**src/rtl/pwm6_pkg.sv**
```systemverilog
package pwm6_pkg;

  localparam int BYTE_W = 8;

  // Address map offsets (the enable register sits at zero)
  localparam int ADDR_EN    = 0;
  localparam int ADDR_JOIN  = 1;
  localparam int PER_BASE   = 2;

  function automatic int duty_base(input int nch);
    return PER_BASE + nch;
  endfunction

  function automatic int addr_width(input int nch);
    return $clog2(PER_BASE + 2 * nch);
  endfunction

  // Next count value: wraps to zero once period reached; a zero period
  // wraps at the natural width of the counter.
  function automatic logic [15:0] next_count(input logic [15:0] cur,
                                             input logic [15:0] per,
                                             input logic        wide);
    logic [15:0] nxt;
    nxt = cur + 16'd1;
    if (!wide) nxt[15:8] = 8'h00;
    if ((per != 16'h0000) && (nxt >= per)) nxt = 16'h0000;
    return nxt;
  endfunction

  // Output level for a running channel
  function automatic logic duty_hit(input logic [15:0] cur,
                                    input logic [15:0] duty);
    return cur < duty;
  endfunction

endpackage

```
**src/rtl/pwm_prescaler.sv**
```systemverilog
module pwm_prescaler #(
  parameter int DIV = 4
) (
  input  logic clk,
  input  logic rst_n,
  input  logic any_en,
  output logic tick
);
  localparam int PW = (DIV > 1) ? $clog2(DIV) : 1;
  localparam logic [PW-1:0] LAST = PW'(DIV - 1);

  logic [PW-1:0] pcnt;

  always_ff @(posedge clk or negedge rst_n) begin
    if (!rst_n) begin
      pcnt <= '0;
    end else if (!any_en) begin
      pcnt <= '0;
    end else if (pcnt == LAST) begin
      pcnt <= '0;
    end else begin
      pcnt <= pcnt + 1'b1;
    end
  end

  assign tick = any_en && (pcnt == LAST);

  AST_PRESC_HALT: assert property (@(posedge clk) disable iff (!rst_n)
    !any_en |=> (pcnt == '0));

  generate
    if (DIV > 1) begin : g_gap
      AST_TICK_GAP: assert property (@(posedge clk) disable iff (!rst_n)
        tick |=> !tick);
    end
  endgenerate

endmodule

```
**src/rtl/pwm_regs.sv**
```systemverilog
module pwm_regs
  import pwm6_pkg::*;
#(
  parameter int NPAIR = 3,
  localparam int NCH = 2 * NPAIR,
  localparam int AW  = addr_width(2 * NPAIR)
) (
  input  logic              clk,
  input  logic              rst_n,
  input  logic              we,
  input  logic [AW-1:0]     addr,
  input  logic [BYTE_W-1:0] wdata,
  output logic [BYTE_W-1:0] rdata,
  output logic [NCH-1:0]    en_q,
  output logic [NPAIR-1:0]  join_q,
  output logic [BYTE_W-1:0] per_q  [NCH],
  output logic [BYTE_W-1:0] duty_q [NCH]
);
  localparam int DUTY_BASE = duty_base(NCH);

  always_ff @(posedge clk or negedge rst_n) begin
    if (!rst_n) begin
      en_q   <= '0;
      join_q <= '0;
      for (int i = 0; i < NCH; i++) begin
        per_q[i]  <= '0;
        duty_q[i] <= '0;
      end
    end else if (we) begin
      if (int'(addr) == ADDR_EN)   en_q   <= wdata[NCH-1:0];
      if (int'(addr) == ADDR_JOIN) join_q <= wdata[NPAIR-1:0];
      for (int i = 0; i < NCH; i++) begin
        if (int'(addr) == PER_BASE + i)  per_q[i]  <= wdata;
        if (int'(addr) == DUTY_BASE + i) duty_q[i] <= wdata;
      end
    end
  end

  always_comb begin
    rdata = '0;
    if (int'(addr) == ADDR_EN)   rdata[NCH-1:0]   = en_q;
    if (int'(addr) == ADDR_JOIN) rdata[NPAIR-1:0] = join_q;
    for (int i = 0; i < NCH; i++) begin
      if (int'(addr) == PER_BASE + i)  rdata = per_q[i];
      if (int'(addr) == DUTY_BASE + i) rdata = duty_q[i];
    end
  end

  AST_EN_WRITE: assert property (@(posedge clk) disable iff (!rst_n)
    (we && int'(addr) == ADDR_EN) |=> (en_q == $past(wdata[NCH-1:0])));

endmodule

```
**src/rtl/pwm_pair.sv**
```systemverilog
module pwm_pair
  import pwm6_pkg::*;
(
  input  logic              clk,
  input  logic              rst_n,
  input  logic              tick,
  input  logic              joined,
  input  logic              en_hi,
  input  logic              en_lo,
  input  logic [BYTE_W-1:0] per_hi,
  input  logic [BYTE_W-1:0] per_lo,
  input  logic [BYTE_W-1:0] duty_hi,
  input  logic [BYTE_W-1:0] duty_lo,
  output logic              out_hi,
  output logic              out_lo
);
  // cnt16 is the shared counter: two 8-bit halves or one 16-bit counter
  logic [15:0] cnt16;
  logic        run_hi, run_lo;

  wire [15:0] per_w   = {per_hi, per_lo};
  wire [15:0] duty_w  = {duty_hi, duty_lo};
  wire [15:0] nxt_w   = next_count(cnt16, per_w, 1'b1);
  wire [15:0] nxt_lo  = next_count({8'h00, cnt16[7:0]},  {8'h00, per_lo}, 1'b0);
  wire [15:0] nxt_hi  = next_count({8'h00, cnt16[15:8]}, {8'h00, per_hi}, 1'b0);

  // named events for the checks
  wire start_lo = en_lo && tick && !run_lo;
  wire start_hi = !joined && en_hi && tick && !run_hi;

  always_ff @(posedge clk or negedge rst_n) begin
    if (!rst_n) begin
      cnt16  <= '0;
      run_hi <= 1'b0;
      run_lo <= 1'b0;
    end else if (joined) begin
      run_hi <= 1'b0;
      if (!en_lo) begin
        run_lo <= 1'b0;
        cnt16  <= '0;
      end else if (tick) begin
        run_lo <= 1'b1;
        cnt16  <= run_lo ? nxt_w : 16'h0000;
      end
    end else begin
      if (!en_lo) begin
        run_lo      <= 1'b0;
        cnt16[7:0]  <= '0;
      end else if (tick) begin
        run_lo      <= 1'b1;
        cnt16[7:0]  <= run_lo ? nxt_lo[7:0] : 8'h00;
      end
      if (!en_hi) begin
        run_hi      <= 1'b0;
        cnt16[15:8] <= '0;
      end else if (tick) begin
        run_hi      <= 1'b1;
        cnt16[15:8] <= run_hi ? nxt_hi[7:0] : 8'h00;
      end
    end
  end

  wire lvl_w  = duty_hit(cnt16, duty_w);
  wire lvl_lo = duty_hit({8'h00, cnt16[7:0]},  {8'h00, duty_lo});
  wire lvl_hi = duty_hit({8'h00, cnt16[15:8]}, {8'h00, duty_hi});

  assign out_lo = run_lo && (joined ? lvl_w : lvl_lo);
  assign out_hi = !joined && run_hi && lvl_hi;

  AST_HI_QUIET: assert property (@(posedge clk) disable iff (!rst_n)
    joined |=> !run_hi);
  AST_LO_STOP: assert property (@(posedge clk) disable iff (!rst_n)
    !en_lo |=> !run_lo);
  AST_LO_FRESH: assert property (@(posedge clk) disable iff (!rst_n)
    start_lo |=> (cnt16[7:0] == 8'h00));
  AST_HI_FRESH: assert property (@(posedge clk) disable iff (!rst_n)
    start_hi |=> (cnt16[15:8] == 8'h00));

endmodule

```
**src/rtl/pwm6_cat.sv**
```systemverilog
module pwm6_cat
  import pwm6_pkg::*;
#(
  parameter int NPAIR     = 3,
  parameter int PRESC_DIV = 4,
  localparam int NCH = 2 * NPAIR,
  localparam int AW  = addr_width(2 * NPAIR)
) (
  input  logic              clk,
  input  logic              rst_n,
  input  logic              reg_we,
  input  logic [AW-1:0]     reg_addr,
  input  logic [BYTE_W-1:0] reg_wdata,
  output logic [BYTE_W-1:0] reg_rdata,
  output logic [NCH-1:0]    pwm_out
);
  logic [NCH-1:0]    en_q;
  logic [NPAIR-1:0]  join_q;
  logic [BYTE_W-1:0] per_q  [NCH];
  logic [BYTE_W-1:0] duty_q [NCH];
  logic              tick;
  wire               any_en = |en_q;

  pwm_regs #(.NPAIR(NPAIR)) u_regs (
    .clk(clk), .rst_n(rst_n), .we(reg_we), .addr(reg_addr),
    .wdata(reg_wdata), .rdata(reg_rdata), .en_q(en_q), .join_q(join_q),
    .per_q(per_q), .duty_q(duty_q)
  );

  pwm_prescaler #(.DIV(PRESC_DIV)) u_presc (
    .clk(clk), .rst_n(rst_n), .any_en(any_en), .tick(tick)
  );

  // even channel = upper byte, odd channel = lower byte and pair output
  generate
    for (genvar p = 0; p < NPAIR; p++) begin : g_pair
      pwm_pair u_pair (
        .clk(clk), .rst_n(rst_n), .tick(tick), .joined(join_q[p]),
        .en_hi(en_q[2*p]), .en_lo(en_q[2*p+1]),
        .per_hi(per_q[2*p]), .per_lo(per_q[2*p+1]),
        .duty_hi(duty_q[2*p]), .duty_lo(duty_q[2*p+1]),
        .out_hi(pwm_out[2*p]), .out_lo(pwm_out[2*p+1])
      );
    end
  endgenerate

  AST_IDLE_LOW: assert property (@(posedge clk) disable iff (!rst_n)
    (en_q == '0) |=> (pwm_out == '0));

endmodule

```
**config.mk**
```make
export PLATFORM = sky130hd
export DESIGN_NAME = pwm6_cat
export DESIGN_NICKNAME = d
export VERILOG_FILES = /design/src/rtl/pwm6_pkg.sv /design/src/rtl/pwm_prescaler.sv /design/src/rtl/pwm_regs.sv /design/src/rtl/pwm_pair.sv /design/src/rtl/pwm6_cat.sv
export SDC_FILE = /design/constraint.sdc
export NUM_CORES = 1
export LEC_CHECK = 0
export BUFFER_PORTS_ARGS = -buffer_cell sky130_fd_sc_hd__buf_4
export CAP_MARGIN = 20
export CORE_ASPECT_RATIO = 0.6
export CORE_MARGIN = 5
export CORE_UTILIZATION = 23
export DETAILED_ROUTE_END_ITERATION = 12
export PLACE_DENSITY = 0.38
export REMOVE_ABC_BUFFERS = 1
export SLEW_MARGIN = 20
export SYNTH_ARGS = -nofsm -noshare
export SYNTH_HDL_FRONTEND = slang
export SYNTH_HIERARCHICAL = 1
export SYNTH_SLANG_ARGS = --single-unit
```
**constraint.sdc**
```tcl
create_clock -name clk -period 5.35 [get_ports clk]
set_input_delay 0.2675 -clock clk [delete_from_list [all_inputs] [get_ports clk]]
set_output_delay 0.2675 -clock clk [all_outputs]
set_load 0.01 [all_outputs]
```
# ---- After elaboration in Yosys (flattened, before gate mapping)
# Index checks and enable logic that the tools add are counted.
dict set report totals {
  register_bits 161
  output_inout_bits 14
  word_cells 196
  inputBits 15
}
dict set report op_classes {
  add_sub_neg 10
  reduce_logical 50
  n_eq_ne 23
  mux 68
  order_cmp 18
}
# op count
set ops {}
lappend ops {{$mux 8} 36}
lappend ops {{$mux 16} 15}
lappend ops {{$add 16x1->16 const B} 3}
lappend ops {{$add 8x1->8 const B} 6}
lappend ops {{$ge 16x16->1} 3}
lappend ops {{$ge 8x8->1} 6}
lappend ops {{$lt 16x16->1} 3}
lappend ops {{$lt 8x8->1} 6}
lappend ops {{$reduce_bool 16->1} 3}
lappend ops {{$reduce_bool 8->1} 6}
lappend ops {{$reduce_and 2->1} 17}
lappend ops {{$eq 4x4->1 const B} 8}
lappend ops {{$logic_and 1x1->1} 19}
lappend ops {{$ne 3x2->1 const B} 6}
lappend ops {{$eq 4x3->1 const B} 4}
lappend ops {{$mux 1} 13}
lappend ops {{$mux 6} 1}
lappend ops {{$ne 2x1->1 const B} 3}
lappend ops {{$reduce_or 6->1} 1}
lappend ops {{$eq 4x2->1 const B} 1}
lappend ops {{$logic_not 4->1} 1}
lappend ops {{$mux 2} 2}
lappend ops {{$logic_not 1->1} 3}
lappend ops {{$mux 3} 1}
lappend ops {{other kinds (2)} 2}

# ---- Longest topological paths before layout
dict set report depth {
  depth_word 15
  depth_mapped 14
  depth_no_buf 14
}

# ---- Modules after synthesis
# The synthesis kept the hierarchy.
# module seq_area_each_um2 cells_per_inst n_inst area_each_um2
set modules_own_cells {}
lappend modules_own_cells {pwm_pair 450.4 298 3 2406.1}
lappend modules_own_cells {pwm_regs 2627.5 441 1 5355.1}
lappend modules_own_cells {pwm_prescaler 50.0 6 1 88.8}
lappend modules_own_cells {pwm6_cat 0.0 3 1 13.8}

# ---- Worst setup path after synthesis
# OpenSTA, ideal clock, no wires.
dict set report synth_timing {
  path_kind {reg2reg}
  from {reg g_pair[0].u_pair.cnt16[0]}
  to {reg g_pair[0].u_pair.cnt16[1]}
  slack_ps 2533
  arrival_time_ps 2733
  n_path_buf 0
  synth_period_minus_slack_ps 2817
  path_stages_with_launch 15
  cell_sequence {dfrtp_1 ha_1 and3_1 and3_1 and3_1 nand2_1 xnor2_1 ha_1 nand2_1 o21ai_0 a21oi_1 o21ai_2 a31oi_1 nand3_1 a21boi_0}
}
dict set report synth_via {
  elab_chain_len 8
  elab_cells_between_ends 15
}
# element line_no
set synth_rtl {}
lappend synth_rtl {{from (decl)} pwm_pair.sv:18} ;# logic [15:0] cnt16;
lappend synth_rtl {{from (signal assigned)} pwm_pair.sv:43} ;# cnt16 <= run_lo ? nxt_w : 16'h0000;
lappend synth_rtl {{from (signal assigned)} pwm_pair.sv:51} ;# cnt16[7:0] <= run_lo ? nxt_lo[7:0] : 8'h00;
lappend synth_rtl {{$add 16x1->16 or $add 8x1->8 (tied branches)} pwm6_pkg.sv:24} ;# nxt = cur + 16'd1;
lappend synth_rtl {{$ge 16x16->1 or $ge 8x8->1 (tied branches)} pwm6_pkg.sv:26} ;# if ((per != 16'h0000) && (nxt >= per)) nxt = 16'h0000;
lappend synth_rtl {{$logic_and 1x1->1} pwm6_pkg.sv:26}
lappend synth_rtl {{$mux 16 or $mux 8 (tied branches)} pwm6_pkg.sv:26}
lappend synth_rtl {{$mux 16 or $mux 8 (tied branches)} {pwm_pair.sv:43, pwm_pair.sv:51}}
lappend synth_rtl {{$mux 16 or $mux 8 (tied branches)} {pwm_pair.sv:41, pwm_pair.sv:49}}
lappend synth_rtl {{$mux 16 or $mux 8 (tied branches)} {pwm_pair.sv:38, pwm_pair.sv:46}}
lappend synth_rtl {{$mux 16 *} pwm_pair.sv:36} ;# end else if (joined) begin
# Mark *: on every way between the ends. The rest lies on a longest branch, timed or not. The select of a mux whose other input is x is not followed.
# A chain may end at the register's enable or synchronous reset.

# ---- Worst setup path in the final report
dict set report layout_timing {
  from {reg g_pair[2].u_pair.cnt16[2]}
  to {reg g_pair[2].u_pair.cnt16[0]}
}
dict set report layout_via {
  elab_chain_len 8
  elab_cells_between_ends 15
}
# element line_no
set layout_rtl {}
lappend layout_rtl {{from (decl)} pwm_pair.sv:18}
lappend layout_rtl {{from (signal assigned)} pwm_pair.sv:43}
lappend layout_rtl {{from (signal assigned)} pwm_pair.sv:51}
lappend layout_rtl {{$add 16x1->16 or $add 8x1->8 (tied branches)} pwm6_pkg.sv:24}
lappend layout_rtl {{$ge 16x16->1 or $ge 8x8->1 (tied branches)} pwm6_pkg.sv:26}
lappend layout_rtl {{$logic_and 1x1->1} pwm6_pkg.sv:26}
lappend layout_rtl {{$mux 16 or $mux 8 (tied branches)} pwm6_pkg.sv:26}
lappend layout_rtl {{$mux 16 or $mux 8 (tied branches)} {pwm_pair.sv:43, pwm_pair.sv:51}}
lappend layout_rtl {{$mux 16 or $mux 8 (tied branches)} {pwm_pair.sv:41, pwm_pair.sv:49}}
lappend layout_rtl {{$mux 16 or $mux 8 (tied branches)} {pwm_pair.sv:38, pwm_pair.sv:46}}
lappend layout_rtl {{$mux 16 *} pwm_pair.sv:36}
# Marked as above.

==> flow_metrics.py <==
metrics = {
    "cts": {
        "clock_latency_ns": 0.46,
        "cts_sinks": 161,
        "cts.repair.resized": 0,
        "clockRootBuffer": "clkbuf_16",
        "path_clk_slew_ns": 0.08,
        "cts_tree": "built",
        "cts_buffers": 17,
        "cts_max_level": 4,
        "post_cts.repair.setup_buffers": 0,
        "cts_max_path_buffers": 2,
    },
    "placement": {
        "numPortBuffers": 28,
        "gp_congestion": 0.8408,
        "place_hpwl_um": 31510,
        "dpl.cell_count": 2017,
    },
    "timing": {
        "hold_violations": 0,
        "drv_slew": 0,
        "fmax_ghz": 0.2694,
        "fin_tns_setup_ns": 0,
        "setup_violations": 0,
        "finalCritPeriodShare_pct": 69.38,
        "max_slew_margin_pct": 38.06,
        "fin_crit_ns": 3.712,
        "clock_skew_ns": 0.01700,
        "rsz0062_at_grt": "false",
        "worst_pin_slew_ns": 0.9291,
    },
    "yosys": {
        "synth-edff-count": 0,
        "syn_area_um2": 12680,
        "yosysWarnings": 6,
        "synth_most_common_cell": "dfrtp_1",
        "yosysUniqueCellTypes": 77,
        "synth_top_area_share_pct": 31.78,
        "async_flop_share_pct": 100.0,
        "ys_seq_area_share_pct": 31.78,
        "synth_area_leaders": "dfrtp_1 (32%), ha_1 (13%), mux2_2 (9.9%), inv_1 (3.1%), a21oi_1 (2.6%)",
        "avgSynthCellArea_um2": 9.431,
        "synth_common_cells": "dfrtp_1 (161), ha_1 (127), mux2_2 (111)",
        "synthesis.instances": 1344,
        "ys_seq_elements": 161,
        "synth_ff_type": "dfrtp_1",
        "synth_top_cell_by_area": "dfrtp_1",
    },
    "floorplanning": {
        "initial_core_util_pct": 23.33,
        "ios": 29,
        "core_um2": 54340,
        "dieArea_um2": 60060,
        "die_height_um": 191.8,
        "die_w_um": 313.1,
        "num_rows": 66,
    },
    "job": {
        "drv_cap": 0,
    },
    "routing": {
        "num_vias": 10115,
        "dr.pass1.iters": 7,
        "dr.first_iter.drc_count": 901,
        "drc": 0,
        "ant_nets": 0,
        "routed_wl_um": 41820,
        "viasPerCell": 4.934,
        "wl_per_cell_um": 20.40,
    },
    "critical_path": {
        "crit_type": "reg2reg",
        "r2r_slack_ns": 1.64,
        "start_kind": "flop",
        "cp.required_ns": 5.72,
        "reg2reg_depth": 13,
        "cp-end-kind": "flop",
        "r2r-end": "g_pair[2].u_pair/cnt16[0]$_DFFE_PN0P_",
        "crit_fanout": 8,
        "arrival_ns": 4.08,
        "crit-reg2reg-launch": "g_pair[2].u_pair/cnt16[2]$_DFFE_PN0P_",
    },
    "final_layout": {
        "fin_cells": 2050,
        "drive_above_1_share_pct": 18.20,
        "final_nets": 1465,
        "syn_to_final_growth_pct": 10.33,
    },
    "pwr": {
        "power_density_nw_per_um2": 317.0,
        "max-vdd-ir-drop_uv": 232.1,
        "p_leak_nw": 6.536,
    },
    "global_route": {
        "antenna_found_initial": 1,
        "grt_max_degree": 141,
        "grt_pass1_wl_um": 63930,
        "grt_remaining_overflow": 0,
        "first_global_vias": 9744,
        "track_usage_pct": 13.99,
    },
    "run_status": {
        "status": "completed",
    },
    "hold_path": {
        "hp-class": "in2async",
    },
}
## power by group
group	internal, W	switching (W)
sequential	0.00143	0.000373
combinational	0.000536	0.000729
clock	0.000805	0.000559
## worst max-delay path, stage by stage, from the launching register on
cell and delay, ns:
dfrtp_1 0.46, and3_1 0.27, and3_1 0.39, nand4_4 0.23, nor2_1 0.18, xor2_1 0.26, ha_1 0.30, a21oi_1 0.12
o21ai_0 0.09, a21oi_1 0.19, o21ai_2 0.09, a31oi_1 0.69, nand3b_1 0.13, a21boi_0 0.21
## how the worst max path moves through the flow
stage                                                      from                               endpoint  slack (ns)  cells past startpoint
after detailed placement  g_pair[1].u_pair/cnt16[0]$_DFFE_PN0P_  g_pair[1].u_pair/cnt16[1]$_DFFE_PN0P_        1.66                     14
final                     g_pair[2].u_pair/cnt16[2]$_DFFE_PN0P_  g_pair[2].u_pair/cnt16[0]$_DFFE_PN0P_        1.64                     13
after CTS                 g_pair[1].u_pair/cnt16[0]$_DFFE_PN0P_  g_pair[1].u_pair/cnt16[2]$_DFFE_PN0P_        1.62                     14
after global placement    g_pair[1].u_pair/cnt16[0]$_DFFE_PN0P_  g_pair[1].u_pair/cnt16[1]$_DFFE_PN0P_        1.66                     14
after global routing      g_pair[0].u_pair/cnt16[0]$_DFFE_PN0P_  g_pair[0].u_pair/cnt16[0]$_DFFE_PN0P_        1.28                     14
after floorplan           g_pair[0].u_pair/cnt16[0]$_DFFE_PN0P_  g_pair[0].u_pair/cnt16[1]$_DFFE_PN0P_        2.52                     14
## layer usage
metal,track usage (%),part of all wire (%),up-vias
li1,-,-,4828
met1,23.37,57,5063
met2,17.94,37,208
met3,2.804,4.8,16
met4,2.416,0.71,0
met5,0,0,-
## cell type report
type	count	area, µm²
clock buffer	19	452.9
tap	714	893.4
inverter	103	386.6
fill	5845	40350
clock inverter	12	181.4
sequential	161	4029
timing repair buffer	31	251.5
multi-input combinational	1009	7787
antenna	1	2.502
## registers in the layout, indices dropped and copies added, names as in the netlist
signal	count
g_pair.u_pair/run_hi	3
u_regs/en_q	6
u_regs/per_q	48
u_regs/join_q	3
g_pair.u_pair/run_lo	3
u_regs/duty_q	48
u_presc/pcnt	2
g_pair.u_pair/cnt16	48
## cells by family (layout without fill, tap and decap cells)
family	Yosys count	count (layout)	share of synthesized area, %
and+or+nand+nor	392	392	18.21
xor gates and xnor gates	60	60	4.146
DFF	161	161	31.78
adders and majority gates	127	127	12.54
AOI/OAI and AO/OA	316	316	16.44
other	0	1	0
muxes	114	114	10.10
buffers and inverters	174	165	6.781
## cells in the final DEF (no fill, tap or decap), types with 15 or more instances in the layout
cell and count:
and3_1 27, ha_1 127, a31oi_1 27, xnor2_1 24, nand2b_1 34, a21o_1 21
nand3_1 32, nand3b_1 17, a21oi_1 67, o22ai_1 17, buf_4 28, xor2_1 36
inv_1 103, nand2_1 84, nor2_1 75, dfrtp_1 161, a211oi_1 15, mux2_2 111
clkbuf_16 17, and4b_1 15, o21ai_0 60
## metrics by stage
step	area [µm²]	worst slack, ns	utilization, %	hold slack [ns]	power [W]
6_report	13980	1.638	25.74	0.2301	0.004433
5_1_grt	13980	1.275	25.73	0.2290	0.004718
4_1_cts	13980	1.617	25.73	0.2208	0.004481
3_5_place_dp	13340	1.660	24.55	0.1454	0.003081
3_3_place_gp	13340	1.662	24.55	0.1481	0.003061
2_1_floorplan	12200	2.519	-	-0.02809	0.002500
## timing repair
item | CTS | global route
setup endpoints to repair | 0 | 0
hold buffers | 1 | 0
endpoints found under the hold margin | 21 | 0
Note: power is estimated with default switching activity, not from simulation.
